## config.mk

```make
export PLATFORM = sky130hd
export DESIGN_NAME = tc_sched
export DESIGN_NICKNAME = d
export VERILOG_FILES = /design/src/rtl/tc_sched_pkg.sv /design/src/rtl/tcs_ctx_slot.sv /design/src/rtl/tcs_rr_pick.sv /design/src/rtl/tcs_lowest_free.sv /design/src/rtl/tc_sched.sv
export SDC_FILE = /design/constraint.sdc
export NUM_CORES = 1
export LEC_CHECK = 0
export CORE_UTILIZATION = 45
export CTS_CLUSTER_SIZE = 40
export DETAILED_ROUTE_END_ITERATION = 12
export PLACE_DENSITY = 0.78
export SETUP_SLACK_MARGIN = 0.15
export SLEW_MARGIN = 25
export SYNTH_ARGS = -nofsm -noshare
export SYNTH_HDL_FRONTEND = slang
export SYNTH_SLANG_ARGS = --single-unit
```

## constraint.sdc

```tcl
create_clock -name clk -period 3.8 [get_ports clk]
set_input_delay 0.76 -clock clk [delete_from_list [all_inputs] [get_ports clk]]
set_output_delay 0.76 -clock clk [all_outputs]
set_load 0.01 [all_outputs]
```

## src/rtl/tc_sched_pkg.sv

```systemverilog
package tc_sched_pkg;

   typedef struct packed {
      logic active;
      logic blocked;
      logic halted;
      logic offline;
      logic susp;
   } ctx_flags_t;

   localparam ctx_flags_t CTX_FREE = '{active: 1'b0, blocked: 1'b0, halted: 1'b0,
                                      offline: 1'b0, susp: 1'b0};
   localparam ctx_flags_t CTX_BOOT = '{active: 1'b1, blocked: 1'b0, halted: 1'b0,
                                      offline: 1'b0, susp: 1'b0};

endpackage

```

## src/rtl/tcs_ctx_slot.sv

```systemverilog
module tcs_ctx_slot
   import tc_sched_pkg::*;
#(
   parameter bit BOOT_ACTIVE = 1'b0
) (
   input  logic       clk,
   input  logic       rst_n,
   input  logic       alloc_hit,
   input  logic       dealloc_hit,
   input  logic       yield_hit,
   input  logic       event_hit,
   input  logic       halt_set,
   input  logic       halt_clr,
   input  logic       off_set,
   input  logic       off_clr,
   input  logic       susp_set,
   input  logic       susp_clr,
   output ctx_flags_t flags,
   output logic       eligible
);

   ctx_flags_t q;
   localparam ctx_flags_t RST_VAL = BOOT_ACTIVE ? CTX_BOOT : CTX_FREE;

   always_ff @(posedge clk) begin
      if (!rst_n) begin
         q <= RST_VAL;
      end else begin
         if (halt_set)      q.halted <= 1'b1;
         else if (halt_clr) q.halted <= 1'b0;

         if (dealloc_hit) begin
            q.active  <= 1'b0;
            q.blocked <= 1'b0;
            q.offline <= 1'b0;
            q.susp    <= 1'b0;
         end else if (alloc_hit) begin
            q.active  <= 1'b1;
            q.blocked <= 1'b0;
            q.offline <= 1'b0;
            q.susp    <= 1'b0;
         end else if (q.active) begin
            if (yield_hit)      q.blocked <= 1'b1;
            else if (event_hit) q.blocked <= 1'b0;

            if (off_set)      q.offline <= 1'b1;
            else if (off_clr) q.offline <= 1'b0;

            if (susp_clr)      q.susp <= 1'b0;
            else if (susp_set) q.susp <= 1'b1;
         end
      end
   end

   assign flags    = q;
   assign eligible = q.active & ~q.blocked & ~q.halted & ~q.offline & ~q.susp;

endmodule

```

## src/rtl/tcs_rr_pick.sv

```systemverilog
module tcs_rr_pick #(
   parameter int NUM_CTX = 8,
   localparam int ID_W   = $clog2(NUM_CTX)
) (
   input  logic [NUM_CTX-1:0] elig,
   input  logic [ID_W-1:0]    last_id,
   output logic               valid,
   output logic [ID_W-1:0]    id
);

   always_comb begin
      valid = 1'b0;
      id    = '0;
      for (int off = 1; off <= NUM_CTX; off++) begin
         int cand;
         cand = int'(last_id) + off;
         if (cand >= NUM_CTX) cand = cand - NUM_CTX;
         if (!valid && elig[cand]) begin
            valid = 1'b1;
            id    = ID_W'(cand);
         end
      end
   end

endmodule

```

## src/rtl/tcs_lowest_free.sv

```systemverilog
module tcs_lowest_free #(
   parameter int NUM_CTX = 8,
   localparam int ID_W   = $clog2(NUM_CTX)
) (
   input  logic [NUM_CTX-1:0] avail,
   output logic               found,
   output logic [ID_W-1:0]    id
);

   always_comb begin
      found = 1'b0;
      id    = '0;
      for (int i = NUM_CTX - 1; i >= 0; i--) begin
         if (avail[i]) begin
            found = 1'b1;
            id    = ID_W'(i);
         end
      end
   end

endmodule

```

## src/rtl/tc_sched.sv

```systemverilog
module tc_sched
   import tc_sched_pkg::*;
#(
   parameter int NUM_CTX  = 8,
   parameter int BOOT_CTX = 0,
   localparam int ID_W    = $clog2(NUM_CTX)
) (
   input  logic               clk,
   input  logic               rst_n,
   input  logic               alloc_req,
   input  logic [NUM_CTX-1:0] dealloc_req,
   input  logic [NUM_CTX-1:0] yield_req,
   input  logic [NUM_CTX-1:0] event_rdy,
   input  logic [NUM_CTX-1:0] halt_set,
   input  logic [NUM_CTX-1:0] halt_clr,
   input  logic [NUM_CTX-1:0] offline_set,
   input  logic [NUM_CTX-1:0] offline_clr,
   input  logic               exc_raise,
   input  logic [ID_W-1:0]    exc_id,
   input  logic               exc_clear,
   output logic               issue_valid,
   output logic [ID_W-1:0]    issue_id,
   output logic               alloc_rsp_valid,
   output logic               alloc_rsp_ok,
   output logic [ID_W-1:0]    alloc_rsp_id
);

   initial begin
      assert (NUM_CTX >= 2 && NUM_CTX <= 64)
         else $error("tc_sched: NUM_CTX must lie in 2..64");
      assert (BOOT_CTX >= 0 && BOOT_CTX < NUM_CTX)
         else $error("tc_sched: BOOT_CTX outside the pool");
   end

   ctx_flags_t         flags [NUM_CTX];
   logic [NUM_CTX-1:0] elig_v;
   logic [NUM_CTX-1:0] active_v, blocked_v, halted_v, offline_v, susp_v;
   logic [NUM_CTX-1:0] alloc_hit_v;
   logic               alloc_found;
   logic [ID_W-1:0]    alloc_pick;
   logic               exc_ok;
   logic [ID_W-1:0]    rr_ptr;

   assign exc_ok = exc_raise & active_v[exc_id];

   tcs_lowest_free #(.NUM_CTX(NUM_CTX)) u_alloc (
      .avail (~active_v & ~halted_v),
      .found (alloc_found),
      .id    (alloc_pick)
   );

   for (genvar g = 0; g < NUM_CTX; g++) begin : g_ctx
      assign alloc_hit_v[g] = alloc_req & alloc_found & (alloc_pick == ID_W'(g));

      tcs_ctx_slot #(.BOOT_ACTIVE(g == BOOT_CTX)) u_slot (
         .clk         (clk),
         .rst_n       (rst_n),
         .alloc_hit   (alloc_hit_v[g]),
         .dealloc_hit (dealloc_req[g]),
         .yield_hit   (yield_req[g]),
         .event_hit   (event_rdy[g]),
         .halt_set    (halt_set[g]),
         .halt_clr    (halt_clr[g]),
         .off_set     (offline_set[g]),
         .off_clr     (offline_clr[g]),
         .susp_set    (exc_ok & (exc_id != ID_W'(g))),
         .susp_clr    (exc_clear),
         .flags       (flags[g]),
         .eligible    (elig_v[g])
      );

      assign active_v[g]  = flags[g].active;
      assign blocked_v[g] = flags[g].blocked;
      assign halted_v[g]  = flags[g].halted;
      assign offline_v[g] = flags[g].offline;
      assign susp_v[g]    = flags[g].susp;
   end

   tcs_rr_pick #(.NUM_CTX(NUM_CTX)) u_pick (
      .elig    (elig_v),
      .last_id (rr_ptr),
      .valid   (issue_valid),
      .id      (issue_id)
   );

   always_ff @(posedge clk) begin
      if (!rst_n) begin
         rr_ptr          <= ID_W'(NUM_CTX - 1);
         alloc_rsp_valid <= 1'b0;
         alloc_rsp_ok    <= 1'b0;
         alloc_rsp_id    <= '0;
      end else begin
         if (issue_valid) rr_ptr <= issue_id;
         alloc_rsp_valid <= alloc_req;
         alloc_rsp_ok    <= alloc_req & alloc_found;
         alloc_rsp_id    <= (alloc_req & alloc_found) ? alloc_pick : '0;
      end
   end

endmodule

```

-- Word level (Yosys, flattened, before mapping)
Index checks and enable logic that the tools add are counted.
- register bits after elaboration: 48
- memories kept: 0
- memory bits (writable): 0
- output and inout port bits: 9
- input port bits: 64
- memory bits (read-only): 0
- logic and storage cells: 400
- latch bits: 0
- magnitude comparators: 17
- divide/modulo/power cells: 0
- add/subtract/negate cells: 16
- $mul: 0
- shift-type cells: 0
- reduce and logical (&&, ||, !) cells: 89
- bitwise gates (word level): 86
- muxes and demuxes: 134
- equality and inequality tests: 14
- operators with widths (kind ; number):
    32-bit by 5-bit >= comparator with 1-bit output, second input constant ; 8
    32-bit by 5-bit less-than comparator with 1-bit output, second input constant ; 8
    32-bit 2-to-1 mux ; 8
    32-bit by 5-bit subtractor with 32-bit output, second input constant ; 8
    1-bit 2-to-1 mux ; 100
    2-bit nonzero test ; 33
    1-bit AND ; 50
    2-bit AND reduction ; 25
    3-bit 2-to-1 mux ; 16
    1-bit inverter ; 33
    1-bit binary-select mux with 3-bit select ; 9
    3-bit OR reduction ; 8
    3-bit by 3-bit adder with 4-bit output, second input constant ; 4
    8-bit inverter ; 2
    2-bit OR reduction ; 7
    3-bit equality test, second input constant ; 4
    3-bit inequality test, second input constant ; 4
    3-bit by 2-bit adder with 4-bit output, second input constant ; 2
    8-bit AND ; 1
    1-bit logical AND ; 7
    1-bit logical NOT ; 7
    3-bit by 2-bit equality test with 1-bit output, second input constant ; 2
    3-bit by 2-bit inequality test with 1-bit output, second input constant ; 2
    3-bit by 4-bit adder with 5-bit output, second input constant ; 1
    other kinds (7) ; 7

-- Logic depth before layout (Yosys ltp)
- depth in word-level cells: 30
- gate-level depth with buffers: 12
- gate-level depth less buffers: 10

-- Cells and area by module
A second synthesis with hierarchy kept.
- cells, all modules: 349
- area total of the unflattened synthesis: 3094.2 µm²
- modules (own cells, without submodules) (module ; area each (µm²) ; times used ; seq. area each (µm²) ; cells each):
    tcs_ctx_slot at g_ctx[1].u_slot ... ; 209.0 ; 7 ; 100.1 ; 21
    tcs_rr_pick ; 785.8 ; 1 ; 0.0 ; 93
    tc_sched ; 560.5 ; 1 ; 160.2 ; 75
    tcs_ctx_slot at g_ctx[0].u_slot ; 205.2 ; 1 ; 100.1 ; 21
    tcs_lowest_free ; 80.1 ; 1 ; 0.0 ; 13

-- Worst setup path after synthesis
Ideal clock, no wire load.
- path type: reg-to-output
- from: register rr_ptr[0]
- to: output port issue_id[2]
- data required time: 3.040 ns
- stages on the path, launching flop included: 13
- slack: -0.296 ns
- buffers on the path: 3
- arrival: 3.336 ns
- path through: dfxtp_1 -> clkbuf_1 -> clkinv_1 -> clkbuf_1 -> ha_1 -> clkbuf_1 -> nor3_1 -> a21o_1 -> mux4_2 -> o2111ai_2 -> a41oi_2 -> a2111oi_4 -> nor2_1
- longest elaborated chain between the ends: 28
- elaborated cells between the ends (all ways): 85
- classes of those cells: 16 x add/sub; 8 x order compare; 47 x mux; 14 x reduce/logical
- RTL lines (what ; RTL line ; RTL):
    from (decl) ; tc_sched.sv:42 ; logic [ID_W-1:0] rr_ptr;
    from (signal assigned) ; tc_sched.sv:88 ; rr_ptr <= ID_W'(NUM_CTX - 1);
    from (signal assigned) ; tc_sched.sv:93 ; if (issue_valid) rr_ptr <= issue_id;
    3-bit by 1-bit adder with 4-bit output ; tcs_rr_pick.sv:16 ; cand = int'(last_id) + off;
    32-bit by 5-bit subtractor with 32-bit output or 32-bit by 5-bit >= comparator with 1-bit output (tied branches) ; tcs_rr_pick.sv:17 ; if (cand >= NUM_CTX) cand = cand - NUM_CTX;
    32-bit 2-to-1 mux ; tcs_rr_pick.sv:17 ;
    1-bit binary-select mux with 3-bit select ; tcs_rr_pick.sv:18 ; if (!valid && elig[cand]) begin
    1-bit 2-to-1 mux (not written as such) (2 in series) ; tcs_rr_pick.sv:18 ;
    1-bit 2-to-1 mux ; tcs_rr_pick.sv:18 ;
    1-bit logical NOT ; tcs_rr_pick.sv:18 ;
    1-bit logical AND ; tcs_rr_pick.sv:18 ;
    (+11 left out) ; - ;
    1-bit logical AND ; tcs_rr_pick.sv:18 ;
    1-bit 2-to-1 mux ; tcs_rr_pick.sv:18 ;
    1-bit logical NOT ; tcs_rr_pick.sv:18 ;
    1-bit logical AND ; tcs_rr_pick.sv:18 ;
    1-bit 2-to-1 mux ; tcs_rr_pick.sv:18 ;
    1-bit logical NOT ; tcs_rr_pick.sv:18 ;
    1-bit logical AND ; tcs_rr_pick.sv:18 ;
    3-bit 2-to-1 mux * ; tcs_rr_pick.sv:18 ;
    to (decl) ; tc_sched.sv:22 ; output logic [ID_W-1:0] issue_id,
Mark *: on every way between the ends. The rest lies on a longest branch, timed or not. The select of a mux whose other input is x is not followed.

-- Worst setup path after layout
- from: register g_ctx[4].u_slot.q, in the netlist g_ctx[4].u_slot.flags[0]
- to: output port issue_id[0]
- longest elaborated chain between the ends: 27
- elaborated cells between the ends (all ways): 55
- classes of those cells: 39 x mux; 2 x bitwise; 14 x reduce/logical
- RTL lines (what ; RTL line ; RTL):
    from (decl) ; tcs_ctx_slot.sv:22 ; ctx_flags_t q;
    1-bit inverter * ; tcs_ctx_slot.sv:56 ; assign eligible = q.active & ~q.blocked & ~q.halted & ~q.offline & ~q.susp;
    1-bit AND * ; tcs_ctx_slot.sv:56 ;
    1-bit binary-select mux with 3-bit select ; tcs_rr_pick.sv:18 ;
    1-bit 2-to-1 mux (not written as such) (2 in series) ; tcs_rr_pick.sv:18 ;
    1-bit 2-to-1 mux ; tcs_rr_pick.sv:18 ;
    1-bit logical NOT ; tcs_rr_pick.sv:18 ;
    1-bit logical AND ; tcs_rr_pick.sv:18 ;
    1-bit 2-to-1 mux ; tcs_rr_pick.sv:18 ;
    (+10 left out) ; - ;
    1-bit logical AND ; tcs_rr_pick.sv:18 ;
    1-bit 2-to-1 mux ; tcs_rr_pick.sv:18 ;
    1-bit logical NOT ; tcs_rr_pick.sv:18 ;
    1-bit logical AND ; tcs_rr_pick.sv:18 ;
    1-bit 2-to-1 mux ; tcs_rr_pick.sv:18 ;
    1-bit logical NOT ; tcs_rr_pick.sv:18 ;
    1-bit logical AND ; tcs_rr_pick.sv:18 ;
    3-bit 2-to-1 mux * ; tcs_rr_pick.sv:18 ;
Marks and branches as above.

==> results.json <==
{
  "ys.flop_type": "dfxtp_1",
  "path_clk_slew_ns": 0.09,
  "hold_viol_final": 0,
  "drive_gt1_frac": 0.2404,
  "layout_common_cells": "68 x clkdlybuf4s50_1, 54 x buf_4, 46 x nor2_1, 46 x dfxtp_1, 30 x nand2_1",
  "skew_ns": 0.005752,
  "ys_seq_elements": 48,
  "first_pass_iters": 5,
  "core_area_sq_mm": 0.006459,
  "max_slew.worst_pin.slew_ns": 0.7450,
  "worstSkewPairLatency_ns": 0.30,
  "antenna_cells": 0,
  "antenna_found_initial": 0,
  "num_rows": 29,
  "nFillCells": 534,
  "cts_tree": "built",
  "crit_chain": "or4b_4 -> or2_4 -> buf_4 -> o21ai_0 -> mux4_2 -> a41o_1 -> nor2_1 -> a31o_1 -> o21ai_1 -> buf_2",
  "die_x_um": 84.60,
  "violations": "negative setup slack",
  "preCtsSetupSlack_ns": -0.1615,
  "post-route-period-util": 1.069,
  "viasPerCell": 6.180,
  "first_global_vias": 3583,
  "maxCapViolCount": 0,
  "crit_type": "reg2out",
  "cts_buffers": 5,
  "utilization": 0.6997,
  "cp-start-kind": "flip-flop",
  "setup_viol": 5,
  "initial_core_util": 0.4754,
  "wl_mm": 10.60,
  "tns_ns": -0.8482,
  "die_h_um": 84.60,
  "yosys_warnings": 0,
  "synth_cell_type_count": 65,
  "cp_data_required_time_ns": 3.04,
  "overflow": 0,
  "slew_viol_final": 0,
  "drtIter0Drc": 223,
  "synth_edf_count": 0,
  "ys_seq_area_frac": 0.3130,
  "crit_arrival_ns": 3.30,
  "maxSlewHeadroom": 0.4981,
  "ios": 73,
  "status": "finished, violations left",
  "synthArstFlopShare": 0,
  "worstPathMaxFanout": 4,
  "cts_buffer_depth": 2,
  "worst_slack_ns": -0.2631,
  "cts_root_buf": "clkbuf_8",
  "min_path_type": "reg2reg",
  "num_vias": 3535,
  "grt_setup_unrepaired": "yes",
  "gr-usage-all-layers": 0.2945,
  "worst_path_max_delay_cell": "o21ai_0",
  "mostFrequentLayoutCell": "clkdlybuf4s50_1",
  "layout.nets": 560,
  "area_growth_pct": 47.19,
  "h-tree-depth": 2,
  "endpoint_kind": "output pin",
  "syn_area_sq_mm": 0.003070,
  "ant_nets": 0,
  "ir_drop_mv": 0.3533,
  "powerDensity_mw_per_mm2": 610.3,
  "power.leakage_nw": 1.704,
  "clock-sinks": 48,
  "die_area_sq_mm": 0.007157,
  "reg2reg_depth": 19,
  "avgSynthCellArea_sq_um": 8.210,
  "slowest_delay_ns": 0.59,
  "fmax_mhz": 246.1,
  "portBuffers": 72,
  "grt_pass1_wl_mm": 16.75,
  "place.gp.congestion": 0.9531,
  "hpwlAfterDp_mm": 7.604,
  "syn_nets": 440,
  "synth_cells": 374,
  "drc": 0,
  "fin_crit_ns": 4.063,
  "whs_path_depth": 2,
  "avgRoutedWirePerCell_um": 18.52,
  "grt_max_degree": 19
}
## state kept, by name (all words and copies together), names as in the netlist
register and count:
alloc_rsp_valid 1, rr_ptr 3, alloc_rsp_id 3, g_ctx.u_slot.flags 40, alloc_rsp_ok 1
## cells by family (layout without fill, tap and decap cells)
kind of cell / after synthesis / in the layout / share of synthesized area
AO/OA/AOI/OAI: 109 / 109 / 0.2738
XOR/XNOR: 2 / 2 / 0.005706
adder cells (fa/ha/maj): 2 / 2 / 0.008149
buffers and inverters: 34 / 155 / 0.04197
flip-flops: 48 / 48 / 0.3130
multiplexers: 15 / 15 / 0.07987
AND/OR/NAND/NOR: 164 / 164 / 0.2775
## worst max-delay path, delay by kind of cell, from the launching register on
| kind | cells | cell delay, ns |
|---|---|---|
| AO/OA/AOI/OAI | 4 | 1.12 |
| AND/OR/NAND/NOR | 3 | 0.86 |
| multiplexers | 1 | 0.43 |
| flip-flops | 1 | 0.33 |
| buffers and inverters | 2 | 0.28 |
## cell type report
type                       count  area, sq um  share of cell area
inverter                       9        36.28            0.008029
clock buffer                   7        86.33             0.01910
tap                           77        96.34             0.02132
multi-input combinational    292         2088              0.4621
sequential                    48        963.4              0.2132
timing repair buffer         138         1241              0.2746
clock inverter                 1        7.507            0.001661
## metal layers
metal | vias to the layer above | global-route usage | routed length, um
met1 | 1663 | 0.3500 | 4263
li1 | 1650 | - | -
met2 | 181 | 0.5248 | 5230
met3 | 41 | 0.04523 | 695
met5 | - | 0 | 0
met4 | 0 | 0.1294 | 406
## power by group
part | total [mW] | internal, mW | leakage [nW] | switching, mW
Combinational | 1.89 | 0.975 | 1.27 | 0.915
Clock | 0.318 | 0.148 | 0.0445 | 0.170
Sequential | 0.550 | 0.529 | 0.392 | 0.0213
## cells in the mapped netlist (4+ instances only)
cell | n | area (sq um)
nor4_1 | 4 | 25.02
nor2_1 | 46 | 172.7
o21ai_0 | 9 | 45.04
dfxtp_1 | 48 | 960.9
nand3_1 | 7 | 35.03
or3_1 | 4 | 25.02
nor2b_1 | 16 | 100.1
clkbuf_1 | 23 | 86.33
nand2b_1 | 6 | 37.54
nand3b_1 | 6 | 45.04
a211oi_1 | 10 | 75.07
o22ai_1 | 7 | 43.79
a21oi_1 | 8 | 40.04
o21a_1 | 13 | 97.59
inv_1 | 6 | 22.52
or2_2 | 4 | 25.02
nand2_1 | 30 | 112.6
a22oi_1 | 16 | 120.1
nor3_1 | 20 | 100.1
or4b_1 | 4 | 40.04
a31oi_1 | 10 | 62.56
mux2i_1 | 5 | 50.05
mux4_2 | 7 | 157.7
## metrics by stage
stage,cells,area (sq um),hold slack [ns],power [mW]
3_5_place_dp,547,4175,0.4896,1.913
3_3_place_gp,547,4175,0.4742,1.887
5_1_grt,572,4519,0.5457,2.884
6_report,572,4519,0.5082,2.758
2_1_floorplan,374,3089,0.4574,1.369
4_1_cts,570,4446,0.5090,2.550
## worst paths after layout
check                           startpoint  slack, ns                       end
hold / removal    g_ctx[2].u_slot.flags[1]       0.51  g_ctx[2].u_slot.flags[1]
setup / recovery  g_ctx[4].u_slot.flags[0]      -0.26               issue_id[0]
hold reg to reg   g_ctx[2].u_slot.flags[1]       0.51  g_ctx[2].u_slot.flags[1]
setup reg to reg  g_ctx[4].u_slot.flags[0]      -0.06                 rr_ptr[1]
## repair_timing
action                                  CTS  global route
gates resized for setup                  38            11
pin swaps                                 7             3
setup buffers                            15             2
endpoints found under the setup margin    4             5
hold buffers                              0             0
(Power assumes the default switching activity.)
